File: src/rtl/fracn_sdm_pkg.sv
package fracn_sdm_pkg;
  localparam int MOD_W = 12;
  localparam int INT_W = 8;

  typedef logic [MOD_W-1:0]        mod_t;
  typedef logic [INT_W-1:0]        int_t;
  typedef logic [INT_W:0]          n_t;
  typedef logic signed [MOD_W:0]   err_t;

  typedef struct packed {
    mod_t acc;
    logic carry;
  } step_t;

  // Zero modulus is read as one so the reduction never divides by zero.
  function automatic mod_t mod_fix(mod_t m);
    return (m == '0) ? mod_t'(1) : m;
  endfunction

  function automatic mod_t seed_reduce(mod_t p, mod_t m);
    return p % m;
  endfunction

  // One accumulator step; base and f are both below m, so one subtract suffices.
  function automatic step_t acc_step(mod_t base, mod_t f, mod_t m);
    step_t r;
    logic [MOD_W:0] sum;
    sum = {1'b0, base} + {1'b0, f};
    if (sum >= {1'b0, m}) begin
      r.carry = 1'b1;
      r.acc   = mod_t'(sum - {1'b0, m});
    end else begin
      r.carry = 1'b0;
      r.acc   = mod_t'(sum);
    end
    return r;
  endfunction

  function automatic err_t q_error(mod_t f, mod_t m, logic c);
    return c ? (err_t'({1'b0, f}) - err_t'({1'b0, m})) : err_t'({1'b0, f});
  endfunction
endpackage

File: src/rtl/fracn_chan_reg.sv
module fracn_chan_reg
  import fracn_sdm_pkg::*;
(
  input  logic clk,
  input  logic rst_n,
  input  logic load,
  input  int_t int_in,
  input  mod_t frac_in,
  input  mod_t mod_in,
  input  mod_t phase_in,
  output int_t int_eff,
  output mod_t frac_eff,
  output mod_t mod_eff,
  output mod_t seed,
  output int_t int_q,
  output mod_t frac_q,
  output mod_t mod_q,
  output logic frac_err
);
  mod_t mod_new;
  mod_t frac_new;
  logic clamp_hit;
  logic err_q;

  assign mod_new   = mod_fix(mod_in);
  assign clamp_hit = (frac_in >= mod_new);
  assign frac_new  = clamp_hit ? (mod_new - mod_t'(1)) : frac_in;
  assign seed      = seed_reduce(phase_in, mod_new);

  assign int_eff  = load ? int_in   : int_q;
  assign frac_eff = load ? frac_new : frac_q;
  assign mod_eff  = load ? mod_new  : mod_q;
  assign frac_err = err_q;

  always_ff @(posedge clk) begin
    if (!rst_n) begin
      int_q  <= '0;
      frac_q <= '0;
      mod_q  <= mod_t'(1);
      err_q  <= 1'b0;
    end else if (load) begin
      int_q  <= int_in;
      frac_q <= frac_new;
      mod_q  <= mod_new;
      err_q  <= clamp_hit;
    end
  end


  clamp_flag_chk: assert property (@(posedge clk) disable iff (!rst_n)
    (load && (frac_in >= mod_fix(mod_in))) |=> (err_q && (frac_q == mod_q - mod_t'(1))));


  hold_chan_chk: assert property (@(posedge clk) disable iff (!rst_n)
    !load |=> ($stable(int_q) && $stable(frac_q) && $stable(mod_q) && $stable(err_q)));


  nonzero_mod_chk: assert property (@(posedge clk) disable iff (!rst_n)
    (mod_q != '0));
endmodule

File: src/rtl/fracn_accum.sv
module fracn_accum
  import fracn_sdm_pkg::*;
(
  input  logic clk,
  input  logic rst_n,
  input  logic load,
  input  mod_t seed,
  input  mod_t frac_eff,
  input  mod_t mod_eff,
  input  mod_t mod_q,
  output logic carry
);
  mod_t  acc_q;
  mod_t  base;
  step_t st;

  assign base  = load ? seed : acc_q;
  assign st    = acc_step(base, frac_eff, mod_eff);
  assign carry = st.carry;

  always_ff @(posedge clk) begin
    if (!rst_n) acc_q <= '0;
    else        acc_q <= st.acc;
  end


  acc_range_chk: assert property (@(posedge clk) disable iff (!rst_n)
    (acc_q < mod_q));


  seed_load_chk: assert property (@(posedge clk) disable iff (!rst_n)
    (load && (frac_eff == '0)) |=> (acc_q == $past(seed)));
endmodule

File: src/rtl/fracn_sdm_ctrl.sv
module fracn_sdm_ctrl
  import fracn_sdm_pkg::*;
(
  input  logic                    clk,
  input  logic                    rst_n,
  input  logic                    load,
  input  logic [INT_W-1:0]        int_in,
  input  logic [MOD_W-1:0]        frac_in,
  input  logic [MOD_W-1:0]        mod_in,
  input  logic [MOD_W-1:0]        phase_in,
  output logic [INT_W:0]          n_out,
  output logic signed [MOD_W:0]   qerr_out,
  output logic                    frac_err
);
  int_t int_eff, int_q;
  mod_t frac_eff, mod_eff, seed, frac_q, mod_q;
  logic carry;
  n_t   n_q;
  err_t e_q;

  fracn_chan_reg u_chan (
    .clk(clk), .rst_n(rst_n), .load(load),
    .int_in(int_in), .frac_in(frac_in), .mod_in(mod_in), .phase_in(phase_in),
    .int_eff(int_eff), .frac_eff(frac_eff), .mod_eff(mod_eff), .seed(seed),
    .int_q(int_q), .frac_q(frac_q), .mod_q(mod_q), .frac_err(frac_err)
  );

  fracn_accum u_acc (
    .clk(clk), .rst_n(rst_n), .load(load), .seed(seed),
    .frac_eff(frac_eff), .mod_eff(mod_eff), .mod_q(mod_q), .carry(carry)
  );

  always_ff @(posedge clk) begin
    if (!rst_n) begin
      n_q <= '0;
      e_q <= '0;
    end else begin
      n_q <= {1'b0, int_eff} + n_t'(carry);
      e_q <= q_error(frac_eff, mod_eff, carry);
    end
  end

  assign n_out    = n_q;
  assign qerr_out = e_q;


  n_window_chk: assert property (@(posedge clk) disable iff (!rst_n)
    (n_out >= {1'b0, int_q}) && (n_out <= {1'b0, int_q} + n_t'(1)));


  err_range_chk: assert property (@(posedge clk) disable iff (!rst_n)
    (qerr_out > -err_t'({1'b0, mod_q})) && (qerr_out < err_t'({1'b0, mod_q})));


  zero_frac_chk: assert property (@(posedge clk) disable iff (!rst_n)
    (!load && (frac_q == '0)) |=> ((n_out == {1'b0, $past(int_q)}) && (qerr_out == '0)));
endmodule

File: config.mk
export PLATFORM = sky130hd
export DESIGN_NAME = fracn_sdm_ctrl
export DESIGN_NICKNAME = d
export VERILOG_FILES = /design/src/rtl/fracn_sdm_pkg.sv /design/src/rtl/fracn_chan_reg.sv /design/src/rtl/fracn_accum.sv /design/src/rtl/fracn_sdm_ctrl.sv
export SDC_FILE = /design/constraint.sdc
export NUM_CORES = 1
export LEC_CHECK = 0
export BUFFER_PORTS_ARGS = -buffer_cell sky130_fd_sc_hd__buf_4
export CORE_ASPECT_RATIO = 1.5
export CORE_UTILIZATION = 55
export CTS_CLUSTER_SIZE = 8
export DETAILED_ROUTE_END_ITERATION = 6
export MAX_ROUTING_LAYER = met4
export PLACE_DENSITY = 0.74
export SETUP_SLACK_MARGIN = 0.02
export SLEW_MARGIN = 20
export SYNTH_ARGS = -nofsm -noshare
export SYNTH_HDL_FRONTEND = slang
export SYNTH_SLANG_ARGS = --single-unit
File: constraint.sdc
create_clock -name clk -period 83.5 [get_ports clk]
set_input_delay 8.35 -clock clk [delete_from_list [all_inputs] [get_ports clk]]
set_output_delay 8.35 -clock clk [all_outputs]
set_load 0.05 [all_outputs]
======== After elaboration in Yosys (flattened, before gate mapping) ========
Index checks and enable logic that the tools add are counted.
operators by class
  reduce and logical (&&, ||, !) cells .... 2
  $lt $le $gt $ge ......................... 2
  mux-type cells .......................... 8
  divide/modulo/power cells ............... 1
  $add $sub $neg .......................... 5
operators by type and width
  kind                     number
  $mux W12                 6
  $add A12 B12 Y13         1
  $ge A13 B12 Y1           1
  $mux W13                 1
  $sub A12 B12 Y13         1
  $ge A12 B12 Y1           1
  $logic_not A12 Y1        1
  $mod A12 B12 Y12         1
  $sub A12 B1 Y12 const B  1
  $sub A12 B12 Y12         1
  $add A8 B1 Y9            1
  $mux W8                  1
  $reduce_and A2 Y1        1
word-level totals
  bits in registers ....................... 67
  bits of input ports ..................... 47

======== Logic depth before layout (Yosys ltp) ========
  word-level depth ........................ 9
  gate-level depth with buffers ........... 115
  gate-level depth less buffers ........... 104

======== Modules after synthesis ========
A second synthesis with hierarchy kept.
unflattened totals
  cells, all modules ...................... 1,227
  area total of the unflattened synthesis .. 9,504.1 um^2
by module, submodules not included
  module          area an instance (um^2)  cells an instance  times used  seq. area each (um^2)
  fracn_chan_reg  6,298.5                  846                1           660.6
  fracn_accum     1,760.4                  210                1           240.2
  fracn_sdm_ctrl  1,445.1                  171                1           440.4

======== Worst setup path before layout ========
OpenSTA, ideal clock, no wires.
  path type ............................... input port to flip-flop
  start point ............................. input port mod_in[6]
  end point ............................... register n_q[7], in the netlist n_out[7]
  stages on the path ...................... 106
  setup time .............................. 0.128 ns
  data required time ...................... 83.372 ns
  setup slack ............................. 51.497 ns
  arrival ................................. 31.876 ns
  cells stage by stage .................... buf_2 or4_1 buf_2 nor2_1 a31oi_1 ha_1 nor4b_1 nand3_1 nor3_1 nor3_1 a21oi_1 ha_1 o21a_1 or4_1 nand2_1 ha_1 a21oi_1 a2111oi_4 (+70 left out) a21oi_1 o21ai_0 nand4_1 nand3b_1 xor2_1 ha_1 clkbuf_1 and3_1 a211oi_1 o21bai_1 a211o_1 clkbuf_1 ha_1 nand3b_1 or2_2 nor4_1 xor2_1 nor2_1
on the way
  word-level cells in the longest chain between the ends .. 9
ends and longest elaborated chain
  element                                                                   RTL line              text
  start, declared                                                           fracn_sdm_ctrl.sv:9   input logic [MOD_W-1:0] mod_in,
  $logic_not A12 Y1                                                         fracn_sdm_pkg.sv:17   return (m == '0) ? mod_t'(1) : m;
  $mux W12 (*)                                                              fracn_sdm_pkg.sv:17
  parallel branches: the longest is 4 deep, another holds $add A12 B12 Y13  --
  $ge A13 B12 Y1 (*)                                                        fracn_sdm_pkg.sv:29   if (sum >= {1'b0, m}) begin
  $mux W13 (*)                                                              fracn_sdm_pkg.sv:29
  $add A8 B1 Y9 (*)                                                         fracn_sdm_ctrl.sv:38  n_q <= {1'b0, int_eff} + n_t'(carry);
  end signal, assigned                                                      fracn_sdm_ctrl.sv:38
  end, declared                                                             fracn_sdm_ctrl.sv:18  n_t n_q;
Every way passes the cells marked *.
A chain may end at the register's enable or synchronous reset.

======== Worst setup path after layout ========
  start point ............................. input port mod_in[8]
  end point ............................... register n_q[6], in the netlist n_out[6]
Same word-level chain as after synthesis.

==> qor.csv <==
stage,metric,value,unit
floorplanning,num ports,70,
logic_synthesis,synthesized area per cell,7.67,sq um
logic_synthesis,Cell variety after synth,76,
global_routing,GR Util All Layers,33.0,%
logic_synthesis,proportion of synthesized area in mux cells,8.28,%
min_path,Min-Delay Endpoint,u_chan.frac_err$_SDFFE_PN0P_,
setup_path,FF-to-FF path depth,20,
global_routing,first-pass GRT wire length,42.0,mm
power,P_int,136,uW
layout,share of layout cells above drive strength 1,12.1,%
place,placed instance area,9540,sq um
clock_tree,CTS max path bufs,2,
setup_path,Crit Path Max Fanout,20,
detailed_routing,antenna violation net count after detailed routing,0,
floorplanning,Die X,106,um
place,dpl ws,49.78,ns
sta,RSZ-0062 raised after global routing,false,
setup_path,Crit-path slowest cell,o22ai_1,
layout,Final nets,1384,
sta,hold_ws,0.505,ns
floorplanning,Core Footprint,15700,sq um
min_path,Hold Path Depth,2,
sta,Final Hold Vio Count,0,
sta,crit path time final,33.97,ns
setup_path,kind of critical path,in2reg,
power,PwrDens,26.7,nW/um^2
logic_synthesis,largest family of logic cells by synthesized area,compound AO/OA/AOI/OAI gates,
logic_synthesis,Most used DFF post-synth,dfxtp_1,
layout,most frequent cells in the layout,"nor2_1, ha_1, nand2_1",
clock_tree,H-tree levels,3,
sta,worst setup margin,49.53,ns
logic_synthesis,xor and xnor area share after synthesis,6.83,%
logic_synthesis,Synth Cell Area,8850,sq um
logic_synthesis,Post-synth EDFFs,0,
layout,"most common cell after layout, fill and taps aside",nor2_1,
floorplanning,FP Rows,56,
logic_synthesis,cell count after synthesis,1155,
global_routing,number of global-route vias before repair,8575,
status,status,"complete, no violations",
logic_synthesis,register area share after synthesis,15.1,%
detailed_routing,DRT iter0 DRCs,400,
layout,area occupied by multi-input gates,7160,sq um
sta,clk_skew,0.0106,ns
detailed_routing,first-pass detailed-route iteration total,4,
detailed_routing,Avg WL per Cell,18.8,um
logic_synthesis,Synth Area in Compound Gates,24.0,%
min_path,hold path startpoint,u_chan.frac_err$_SDFFE_PN0P_,
clock_tree,CTS tree,yes,
logic_synthesis,Yosys warning count,0,
power,Clock Power Share,14.5,%
global_routing,gr ovfl total,0,
power,switch share,48.1,%
clock_tree,cts bufs inserted,9,
layout,Fillers,1447,
layout,# diodes,0,
clock_tree,# resized after CTS,0,
sta,Fmax achieved,29.4,MHz
clock_tree,Clk Tree Root Cell,clkbuf_16,
layout,"Area growth, synth to finish",11.2,%
logic_synthesis,Synth async-reset ratio,0,%
setup_path,RR Endpoint,n_out[6]$_SDFF_PN0_,
logic_synthesis,fraction of the mapped netlist area in simple logic gates,22.3,%
setup_path,Crit path top cell by count,ha_1,
min_path,worst min path class,reg2reg,
setup_path,kind of start point of the critical path,primary input,
logic_synthesis,Adder-Cell Fraction of Synth Area,19.3,%
power,logic gate share of total power,69.8,%
place,PortBufs,69,
place,HPWL Detailed,21.3,mm
power,P_sw,126,uW
global_routing,initial antenna violation count,0,
place,DP Cell Count,1395,
sta,Max-slew headroom,27.1,%
global_routing,largest net degree at the start of global routing,56,
logic_synthesis,Post-Syn Nets,1336,
setup_path,Critical Path End Type,flop,
sta,pins over their slew limit,0,
layout,"non-filler cells, final",1411,
setup_path,"Largest stage delay, worst path",0.88,ns
clock_tree,cts hold-fix bufs,0,
layout,register area,1340,sq um
floorplanning,Initial Util,56.4,%
detailed_routing,vias,8787,
clock_tree,clock slew at reported path FFs,0.07,ns
sta,fraction of the cycle the final worst path needs,40.7,%
clock_tree,# Post-CTS Setup Buffers,0,
sta,setup TNS,0,ns
sta,Finish-stage setup viols,0,
setup_path,Critical Path RT,83.69,ns
floorplanning,Die H,157,um
detailed_routing,Vias/cell,6.23,
detailed_routing,DR DRC count,0,
floorplanning,die area,16600,sq um
setup_path,reg2reg setup slack,78.89,ns
place,routability cong.,0.972,
layout,Finished Cell Area,9840,sq um
flow_run,max-cap violation count,0,
clock_tree,clock latency on the worst-skew pair,0.34,ns
clock_tree,# clock sinks,67,
power,VDD IR max,0.0000339,V
sta,Worst Tran Pin Value,1.09,ns
setup_path,reg2reg start,u_chan.frac_q[2]$_SDFF_PN0_,
detailed_routing,Post-Route WL,26.6,mm
power,Leak,0.00454,uW
setup_path,Arrival @ worst endpoint,34.16,ns
logic_synthesis,synthesized flop and latch total,67,
power,Flop pwr share,15.7,%
## layout make-up
class / instances / area share [%]
inverters: 56 / 2.14
clock buffers: 9 / 2.29
well taps: 203 / 2.58
multi-input cells: 992 / 72.7
flip-flops and latches: 67 / 13.6
repair buffers: 77 / 5.87
clock inverters: 7 / 0.775
## state kept, by name, summed over array words and instances, names as in the netlist
signal           flops
u_chan.int_q         8
u_chan.frac_q       12
u_chan.frac_err      1
n_out                9
qerr_out            13
u_acc.acc_q         12
u_chan.mod_q        12
## cell families (layout without fill, tap and decap cells)
kind of cell | count (synthesis) | in the layout
AND/OR/NAND/NOR | 406 | 406
adder cells (fa/ha/maj) | 134 | 134
XOR/XNOR | 69 | 69
multiplexers | 71 | 71
flip-flops | 67 | 67
buffers and inverters | 96 | 149
AO/OA/AOI/OAI | 312 | 312
## how the worst max path moves through the flow
stage	to	cells after the start	slack, ns	from
2_1_floorplan	n_out[7]$_SDFF_PN0_	106	51.50	mod_in[6]
3_3_place_gp	n_out[7]$_SDFF_PN0_	100	50.05	mod_in[8]
3_5_place_dp	n_out[7]$_SDFF_PN0_	100	49.78	mod_in[8]
4_1_cts	n_out[7]$_SDFF_PN0_	100	50.01	mod_in[8]
5_1_grt	n_out[7]$_SDFF_PN0_	102	47.56	mod_in[8]
6_report	n_out[6]$_SDFF_PN0_	101	49.53	mod_in[8]
## stage by stage
stage	utilization, %	total power (uW)
2_1_floorplan	-	181
3_3_place_gp	60.8	221
3_5_place_dp	60.8	222
4_1_cts	62.7	261
5_1_grt	62.7	281
6_report	62.7	263
## routing by layer
layer | global-route usage (%) | up-vias | share of wire [%]
met5 | - | - | 0
met4 | 19.3 | 0 | 5.6
met3 | 2.19 | 87 | 3.6
met2 | 61.2 | 257 | 52
met1 | 34.2 | 4094 | 39
li1 | - | 4349 | -
## power groups by stage
stage	clock (uW)	sequential [uW]	combinational [uW]
floorplan	0	53.0	128
global placement	0	41.7	179
detailed placement	0	41.7	180
CTS	38.4	41.2	182
global route	39.8	41.7	200
finish	38.0	41.2	183
## worst max-delay path: cells and delay by family
family | cells | cell delay, ns
xor+xnor | 1 | 0.13
mux | 5 | 1.82
compound gates | 46 | 11.78
simple gates | 27 | 6.22
fa+ha+maj | 17 | 5.00
buf+inv | 5 | 0.77
## cell usage after synthesis (18+ instances only)
cell type / count / area share, %
mux2i_1: 53 / 6.0
and2_1: 19 / 1.3
clkbuf_1: 31 / 1.3
inv_1: 55 / 2.3
xor2_1: 31 / 3.1
o21a_1: 25 / 2.1
or2_2: 18 / 1.3
nand3_1: 25 / 1.4
ha_1: 130 / 18
nor2_1: 140 / 5.9
o21ai_0: 57 / 3.2
xnor2_1: 38 / 3.8
nand2_1: 80 / 3.4
dfxtp_1: 67 / 15
nor3_1: 34 / 1.9
mux2_2: 18 / 2.3
a21oi_1: 74 / 4.2
a21o_1: 22 / 1.9
(Power assumes the default switching activity.)
